--- src/rtl/cmpt_pkg.sv ---
`timescale 1ns/1ps
package cmpt_pkg;
  localparam int MODE_W = 16;
  localparam logic [7:0] LO_RSVD_MASK = 8'h26;
  localparam logic [7:0] HI_RSVD_MASK = 8'h07;
  localparam int HI_EN_BIT   = 7;
  localparam int HI_LOAD_BIT = 6;

  localparam logic [2:0] A_MODE_LO = 3'd0;
  localparam logic [2:0] A_MODE_HI = 3'd1;
  localparam logic [2:0] A_CMP     = 3'd2;
  localparam logic [2:0] A_COUNT   = 3'd4;

  typedef enum logic [1:0] {
    SZ_BYTE = 2'd0,
    SZ_HALF = 2'd1,
    SZ_WORD = 2'd2,
    SZ_WIDE = 2'd3
  } xfer_size_e;
endpackage

--- src/rtl/cmpt_mode_regs.sv ---
`timescale 1ns/1ps
module cmpt_mode_regs
  import cmpt_pkg::*;
#(
  parameter int DATA_W = 16
) (
  input  logic              clk,
  input  logic              rst_n,
  input  logic              bus_we,
  input  logic [2:0]        bus_addr,
  input  logic [1:0]        bus_size,
  input  logic [DATA_W-1:0] bus_wdata,
  output logic [7:0]        mode_lo_o,
  output logic [7:0]        mode_hi_o,
  output logic              hi_wr_o,
  output logic [7:0]        hi_val_o,
  output logic              err_o
);
  xfer_size_e sz;
  logic       in_mode, size_bad, lo_touch, hi_touch, lo_bad, hi_bad, illegal;
  logic       lo_wr, hi_wr;
  logic [7:0] lo_val, hi_val;
  logic [7:0] lo_q, lo_d, hi_q, hi_d;
  logic       err_q, err_d;

  always_comb begin
    sz       = xfer_size_e'(bus_size);
    in_mode  = bus_we && (bus_addr == A_MODE_LO || bus_addr == A_MODE_HI);
    size_bad = (sz == SZ_WORD) || (sz == SZ_WIDE) ||
               ((sz == SZ_HALF) && (bus_addr == A_MODE_HI));
    lo_touch = (bus_addr == A_MODE_LO);
    hi_touch = (bus_addr == A_MODE_HI) || (sz == SZ_HALF);
    lo_val   = bus_wdata[7:0];
    hi_val   = (sz == SZ_HALF) ? bus_wdata[15:8] : bus_wdata[7:0];
    lo_bad   = (lo_val & LO_RSVD_MASK) != 8'h00;
    hi_bad   = (hi_val[HI_EN_BIT] && hi_val[HI_LOAD_BIT]) ||
               ((hi_val & HI_RSVD_MASK) != 8'h00);
    illegal  = in_mode && (size_bad || (lo_touch && lo_bad) || (hi_touch && hi_bad));
    lo_wr    = in_mode && !illegal && lo_touch;
    hi_wr    = in_mode && !illegal && hi_touch;
  end

  always_comb begin
    lo_d  = lo_wr ? lo_val : lo_q;
    hi_d  = hi_wr ? hi_val : hi_q;
    err_d = illegal;
  end

  always_ff @(posedge clk or negedge rst_n) begin
    if (!rst_n) begin
      lo_q  <= '0;
      hi_q  <= '0;
      err_q <= 1'b0;
    end else begin
      if (lo_wr) lo_q <= lo_d;
      if (hi_wr) hi_q <= hi_d;
      err_q <= err_d;
    end
  end

  assign mode_lo_o = lo_q;
  assign mode_hi_o = hi_q;
  assign hi_wr_o   = hi_wr;
  assign hi_val_o  = hi_val;
  assign err_o     = err_q;

  // the error pulse follows only rejected writes, and rejected writes leave the mode word as it was
  assert_err_only_after_write_R11: assert property (@(posedge clk) disable iff (!rst_n)
    !bus_we |=> !err_q);
  assert_reject_keeps_lo_R9: assert property (@(posedge clk) disable iff (!rst_n)
    illegal |=> $stable(lo_q));
  assert_reject_keeps_hi_R10: assert property (@(posedge clk) disable iff (!rst_n)
    illegal |=> $stable(hi_q));
  assert_no_en_and_load_R10: assert property (@(posedge clk) disable iff (!rst_n)
    !(hi_q[HI_EN_BIT] && hi_q[HI_LOAD_BIT]));
endmodule

--- src/rtl/cmpt_count_core.sv ---
`timescale 1ns/1ps
module cmpt_count_core #(
  parameter int CNT_W = 16
) (
  input  logic             clk,
  input  logic             rst_n,
  input  logic             start_wr,
  input  logic             en_new,
  input  logic             mode_en,
  input  logic [CNT_W-1:0] cmp_i,
  output logic [CNT_W-1:0] count_o,
  output logic             irq_o
);
  localparam logic [CNT_W-1:0] ONE = {{(CNT_W-1){1'b0}}, 1'b1};

  logic             run_q, run_d;
  logic [CNT_W-1:0] per_q, per_d, cnt_q, cnt_d;
  logic             irq_q, irq_d;
  logic             wrap, cnt_en;

  always_comb begin
    wrap   = run_q && (cnt_q == per_q - ONE);
    cnt_en = start_wr || run_q;
    run_d  = run_q;
    per_d  = per_q;
    cnt_d  = cnt_q;
    irq_d  = 1'b0;
    if (start_wr) begin
      cnt_d = '0;
      if (en_new && (cmp_i != '0)) begin
        run_d = 1'b1;
        per_d = cmp_i;
      end else begin
        run_d = 1'b0;
      end
    end else if (run_q) begin
      if (wrap) begin
        irq_d = 1'b1;
        cnt_d = '0;
        run_d = mode_en;
      end else begin
        cnt_d = cnt_q + ONE;
      end
    end
  end

  always_ff @(posedge clk or negedge rst_n) begin
    if (!rst_n) begin
      run_q <= 1'b0;
      per_q <= '0;
      cnt_q <= '0;
      irq_q <= 1'b0;
    end else begin
      if (cnt_en) begin
        run_q <= run_d;
        cnt_q <= cnt_d;
      end
      if (start_wr) per_q <= per_d;
      irq_q <= irq_d;
    end
  end

  assign count_o = cnt_q;
  assign irq_o   = irq_q;

  assert_idle_count_zero_R2: assert property (@(posedge clk) disable iff (!rst_n)
    !run_q |-> (cnt_q == '0));
  assert_count_below_period_R3: assert property (@(posedge clk) disable iff (!rst_n)
    run_q |-> (cnt_q < per_q));
  assert_irq_at_wrap_R4: assert property (@(posedge clk) disable iff (!rst_n)
    irq_q |-> (cnt_q == '0));
  assert_period_held_R5: assert property (@(posedge clk) disable iff (!rst_n)
    !start_wr |=> $stable(per_q));
  assert_stop_is_immediate_R6: assert property (@(posedge clk) disable iff (!rst_n)
    (start_wr && !en_new) |=> (!run_q && !irq_q && cnt_q == '0));
  assert_zero_cmp_no_start_R7: assert property (@(posedge clk) disable iff (!rst_n)
    (start_wr && cmp_i == '0) |=> !run_q);
endmodule

--- src/rtl/cmpt_timer.sv ---
`timescale 1ns/1ps
module cmpt_timer
  import cmpt_pkg::*;
#(
  parameter int CNT_W = 16
) (
  input  logic             clk,
  input  logic             rst_n,
  input  logic             bus_we,
  input  logic [2:0]       bus_addr,
  input  logic [1:0]       bus_size,
  input  logic [CNT_W-1:0] bus_wdata,
  output logic [CNT_W-1:0] bus_rdata,
  output logic             irq_o,
  output logic             err_o
);
  logic             rst_meta, rst_sync;
  logic [7:0]       mode_lo, mode_hi, hi_val;
  logic             hi_wr;
  logic [CNT_W-1:0] cmp_q, cmp_d, count;
  logic             cmp_wr;

  always_ff @(posedge clk or negedge rst_n) begin
    if (!rst_n) begin
      rst_meta <= 1'b0;
      rst_sync <= 1'b0;
    end else begin
      rst_meta <= 1'b1;
      rst_sync <= rst_meta;
    end
  end

  always_comb begin
    cmp_wr = bus_we && (bus_addr == A_CMP);
    cmp_d  = cmp_wr ? bus_wdata : cmp_q;
  end

  always_ff @(posedge clk or negedge rst_sync) begin
    if (!rst_sync) cmp_q <= '0;
    else if (cmp_wr) cmp_q <= cmp_d;
  end

  cmpt_mode_regs #(.DATA_W(CNT_W)) i_mode (
    .clk       (clk),
    .rst_n     (rst_sync),
    .bus_we    (bus_we),
    .bus_addr  (bus_addr),
    .bus_size  (bus_size),
    .bus_wdata (bus_wdata),
    .mode_lo_o (mode_lo),
    .mode_hi_o (mode_hi),
    .hi_wr_o   (hi_wr),
    .hi_val_o  (hi_val),
    .err_o     (err_o)
  );

  cmpt_count_core #(.CNT_W(CNT_W)) i_core (
    .clk      (clk),
    .rst_n    (rst_sync),
    .start_wr (hi_wr),
    .en_new   (hi_val[HI_EN_BIT]),
    .mode_en  (mode_hi[HI_EN_BIT]),
    .cmp_i    (cmp_q),
    .count_o  (count),
    .irq_o    (irq_o)
  );

  always_comb begin
    bus_rdata = '0;
    case (bus_addr)
      A_MODE_LO: bus_rdata[MODE_W-1:0] = {mode_hi, mode_lo};
      A_MODE_HI: bus_rdata[7:0]        = mode_hi;
      A_CMP:     bus_rdata             = cmp_q;
      A_COUNT:   bus_rdata             = count;
      default:   bus_rdata             = '0;
    endcase
  end

  // a write reaching only the low byte keeps the high byte, and so the enable
  assert_lo_write_keeps_hi_R12: assert property (@(posedge clk) disable iff (!rst_sync)
    (bus_we && bus_addr == A_MODE_LO && bus_size == 2'd0) |=> $stable(mode_hi));
  assert_irq_needs_enable_R6: assert property (@(posedge clk) disable iff (!rst_sync)
    irq_o |-> $past(mode_hi[HI_EN_BIT]));
endmodule

--- config.mk ---
export PLATFORM = sky130hd
export DESIGN_NAME = cmpt_timer
export DESIGN_NICKNAME = d
export VERILOG_FILES = /design/src/rtl/cmpt_pkg.sv /design/src/rtl/cmpt_mode_regs.sv /design/src/rtl/cmpt_count_core.sv /design/src/rtl/cmpt_timer.sv
export SDC_FILE = /design/constraint.sdc
export NUM_CORES = 1
export LEC_CHECK = 0
export ABC_AREA = 1
export BUFFER_PORTS_ARGS = -buffer_cell sky130_fd_sc_hd__buf_4
export CAP_MARGIN = 20
export CORE_MARGIN = 10
export CORE_UTILIZATION = 55
export CTS_CLUSTER_DIAMETER = 30
export DETAILED_ROUTE_END_ITERATION = 16
export GPL_TIMING_DRIVEN = 1
export MAX_ROUTING_LAYER = met4
export PLACE_DENSITY = 0.85
export SYNTH_ARGS = -nofsm -noshare
export SYNTH_HDL_FRONTEND = slang
export SYNTH_SLANG_ARGS = --single-unit
--- constraint.sdc ---
create_clock -name clk -period 2.64 [get_ports clk]
set_input_delay 0.396 -clock clk [delete_from_list [all_inputs] [get_ports clk]]
set_output_delay 0.396 -clock clk [all_outputs]
set_load 0.005 [all_outputs]
==> key figures <==
Floorplan
  • Height of the chip: 108 um
  • Effective utilization at floorplan: 57.5%
  • Cell row count: 31
  • Top-level I/O count: 42
  • Total Die Area: around 12,000 um^2
  • Floorplan Core Area: about 7400 um^2
  • Die Wd: about 110 um

Pwr
  • Leakage: roughly 2.5 nW
  • Total power: between 2 and 3 mW
  • Maximum ir drop on the vdd rail: between 400 and 500 uV
  • Pwr/cell area: between 500 and 600 nW/um^2

STA
  • Final Hold Slack: ~0.28 ns
  • Period Utilization, post-route: around nine tenths
  • Slew @ Worst Pin: roughly 0.86 ns
  • Sum of negative setup slack: 0 ns
  • Max-slew headroom: between 40 and 50%
  • Final worst path period need: about 2.4 ns
  • Post-layout worst setup margin: ~0.26 ns
  • Worst clock skew: 0.00750 ns
  • Fin. max-slew vios: 0
  • Endpoints failing setup: 0
  • RSZ-0062 raised after global routing: no
  • Highest clock frequency the design can meet: approximately 420 MHz
  • Fin. Hold Viols: 0

Clocking
  • TritonCTS clock tree: built
  • Number of buffers created by CTS: 9
  • CTS clock-pin slew for the worst setup and hold paths: about 0.070 ns
  • Number of H-tree levels: 3
  • Clock Sink Count: 69
  • Root Buffer Master: clkbuf_8
  • Count of hold-fix buffers inserted at cts: 1
  • Post CTS Setup Buffer Count: 0
  • Clock buffer depth: 2
  • # resized after CTS: 0
  • Worst-Skew Late Latency: about 0.36 ns

Setup path
  • Most frequent cell on the critical path: buf_4
  • Critical register-to-register path endpoint: i_core.count_o[9]$_DFFE_PN0P_
  • Delay contributed by the slowest stage of the critical path: just under 0.5 ns
  • Highest fanout seen on the critical path: 13
  • Worst Setup End Kind: primary output
  • Standard cell with the maximum stage delay on the critical path: nand3_1
  • Worst Setup Path Type: in2out
  • FF-to-FF Start: i_core.per_q[0]$_DFFE_PN0P_
  • Path depth of the worst reg2reg path: 13
  • Sequence of cells on the critical path: buf_4 -> inv_1 -> nand3_1 -> o22ai_1 -> a311o_1 -> buf_4
  • Required time of the worst setup path: between 2 and 2.5 ns
  • FF-to-FF setup slack: between 0.3 and 0.4 ns
  • Startpoint kind of the worst setup timing path: input port
  • Endpoint arrival time on the critical path: 1.99 ns

Global routing
  • Number of global-route vias before repair: about 4.0k
  • Initial antenna violation count: 0
  • All-Layer GR Usage: a little over a fifth
  • First-pass GRT wire length: 19,600 um
  • Pin count of the biggest net entering global routing: 39
  • Total global routing overflow: 0

Yosys
  • Area contributors post-synth: dfrtp_1 41%, nand2_1 14%, inv_1 7.5%
  • Number of library cell types mapped by synthesis: 40
  • Instance count of the mapped netlist: ~570
  • Total nets after synthesis: 600
  • FF+latch count, synth: roughly 70
  • Share of Yosys cell area claimed by the top area cell type: about two fifths
  • Yosys warnings: 0
  • Cell type with the highest aggregate area in the netlist: dfrtp_1
  • Average footprint of a synthesized cell: 7.38 um^2
  • Fraction of the yosys area taken by sequential cells: between 40 and 50%
  • Combined area of all synthesized cells: between 4000 and 5000 um^2

Detailed routing
  • Number of detailed-route iterations in the first pass: 6
  • Drt wl/cell: 16.5 um
  • Total detailed-routing wirelength: 11,900 um
  • Initial detailed-routing violation count: between 400 and 500
  • Number of vias after detailed routing: ~4k
  • Count of unresolved DRC violations after routing: 0
  • Per-cell via count in the routed design: ~5.6
  • Remaining antenna violation count after routing: 0

Final layout
  • Layout cell share with drive strength beyond 1: between 10% and 20%
  • Filler Cells Inserted: ~630
  • Area growth, synth to finish: 14.3%
  • Final cell count without fillers: approximately 700
  • Final design area excluding fillers: 4840 um^2
  • Number of inserted diodes: 0
  • Leading cell types in the layout, fill and taps excluded: 157 x nand2_1, 85 x inv_1, 68 x dfrtp_1
  • Share of the core filled with cells: approximately 66%
  • Net count of the finished layout: around 640
  • Leading cell type in the layout, fill and taps excluded: nand2_1

Place
  • Area post-placement: ~4600 um^2
  • Routability congestion estimate from global placement: about 1.0
  • Number of buffers added on ports: 41
  • Detailed Place HPWL: between 9000 and 10,000 um
  • Placed Cells incl. Taps: approximately 700
  • Pre-CTS WS: ~0.32 ns

Hold path
  • Endpoint of the worst hold path: i_mode.mode_lo_o[4]$_DFFE_PN0P_
  • Startpoint of the lowest-slack hold path: bus_wdata[4]
  • Worst hold stages: 3
  • Type of the worst min-delay path: in2reg

Job
  • Max Cap Viol: 0

Outcome
  • Result of the run: finished clean
per-layer routing:
metal,vias up,routed length [um],GRT usage [%]
li1,1929,-,-
met1,1836,4910,26.0
met2,240,5510,33.5
met3,53,942,3.83
met4,0,573,12.4
met5,-,0,-
state kept, by name, summed over array words and instances (netlist names):
register,cells
i_core.run_q,1
i_mode.mode_hi_o,8
i_core.count_o,16
rst_meta,1
cmp_q,16
i_core.per_q,16
i_mode.err_o,1
i_core.irq_o,1
i_mode.mode_lo_o,8
rst_sync,1
final cells by class:
class	count	area (um^2)	share of cell area [%]
multi-input cells	406	2110	43.5
flip-flops and latches	69	1730	35.7
repair buffers	45	353	7.28
inverters	86	323	6.66
clock buffers	11	151	3.12
well taps	99	124	2.56
clock inverters	5	57.6	1.19
cell families (layout without fill, tap and decap cells):
| family | Yosys count | in the layout | share of synthesized area, % |
|---|---|---|---|
| and+or+nand+nor | 306 | 306 | 32.4 |
| AOI/OAI and AO/OA | 75 | 75 | 11.9 |
| DFF | 69 | 69 | 40.7 |
| muxes | 3 | 3 | 0.797 |
| other | 1 | 1 | 0.0885 |
| adders and majority gates | 2 | 2 | 0.590 |
| xor gates and xnor gates | 19 | 19 | 3.93 |
| buffers and inverters | 99 | 147 | 9.51 |
cells in the mapped netlist, drive strengths merged:
| library cell | count |
|---|---|
| and3 | 1 |
| mux2 | 3 |
| o2111ai | 3 |
| nor2 | 70 |
| inv | 86 |
| a21oi | 12 |
| or2 | 1 |
| o221ai | 10 |
| xor2 | 18 |
| dfrtp | 69 |
| clkbuf | 8 |
| conb | 1 |
| and2 | 1 |
| o22ai | 5 |
| nand4 | 10 |
| o21ai | 41 |
| o21a | 1 |
| a311o | 3 |
| nand2 | 163 |
| ha | 2 |
| nand3 | 39 |
| nor3 | 12 |
| buf | 5 |
| nor4 | 4 |
| nand3b | 5 |
| xnor2 | 1 |
worst max path at each step:
stage                       start              endpoint  cells past startpoint
2_1_floorplan  rst_sync$_DFF_PN0_  cmp_q[0]$_DFFE_PN0P_                      0
3_3_place_gp          bus_addr[0]          bus_rdata[7]                      6
3_5_place_dp          bus_addr[0]          bus_rdata[6]                      6
4_1_cts               bus_addr[0]          bus_rdata[6]                      6
5_1_grt               bus_addr[0]          bus_rdata[6]                      6
6_report              bus_addr[0]          bus_rdata[6]                      6
critical path, delay by kind of cell:
family	cells	cell delay (ns)
buffers and inverters	3	0.50
AND/OR/NAND/NOR	1	0.49
AO/OA/AOI/OAI	2	0.60
power by group:
group	internal [mW]	leakage, nW	switching [mW]
registers	1.16	0.875	0.135
logic	0.161	1.56	0.225
clock network	0.489	0.110	0.420
No activity file was read; power rests on OpenSTA's default activity.
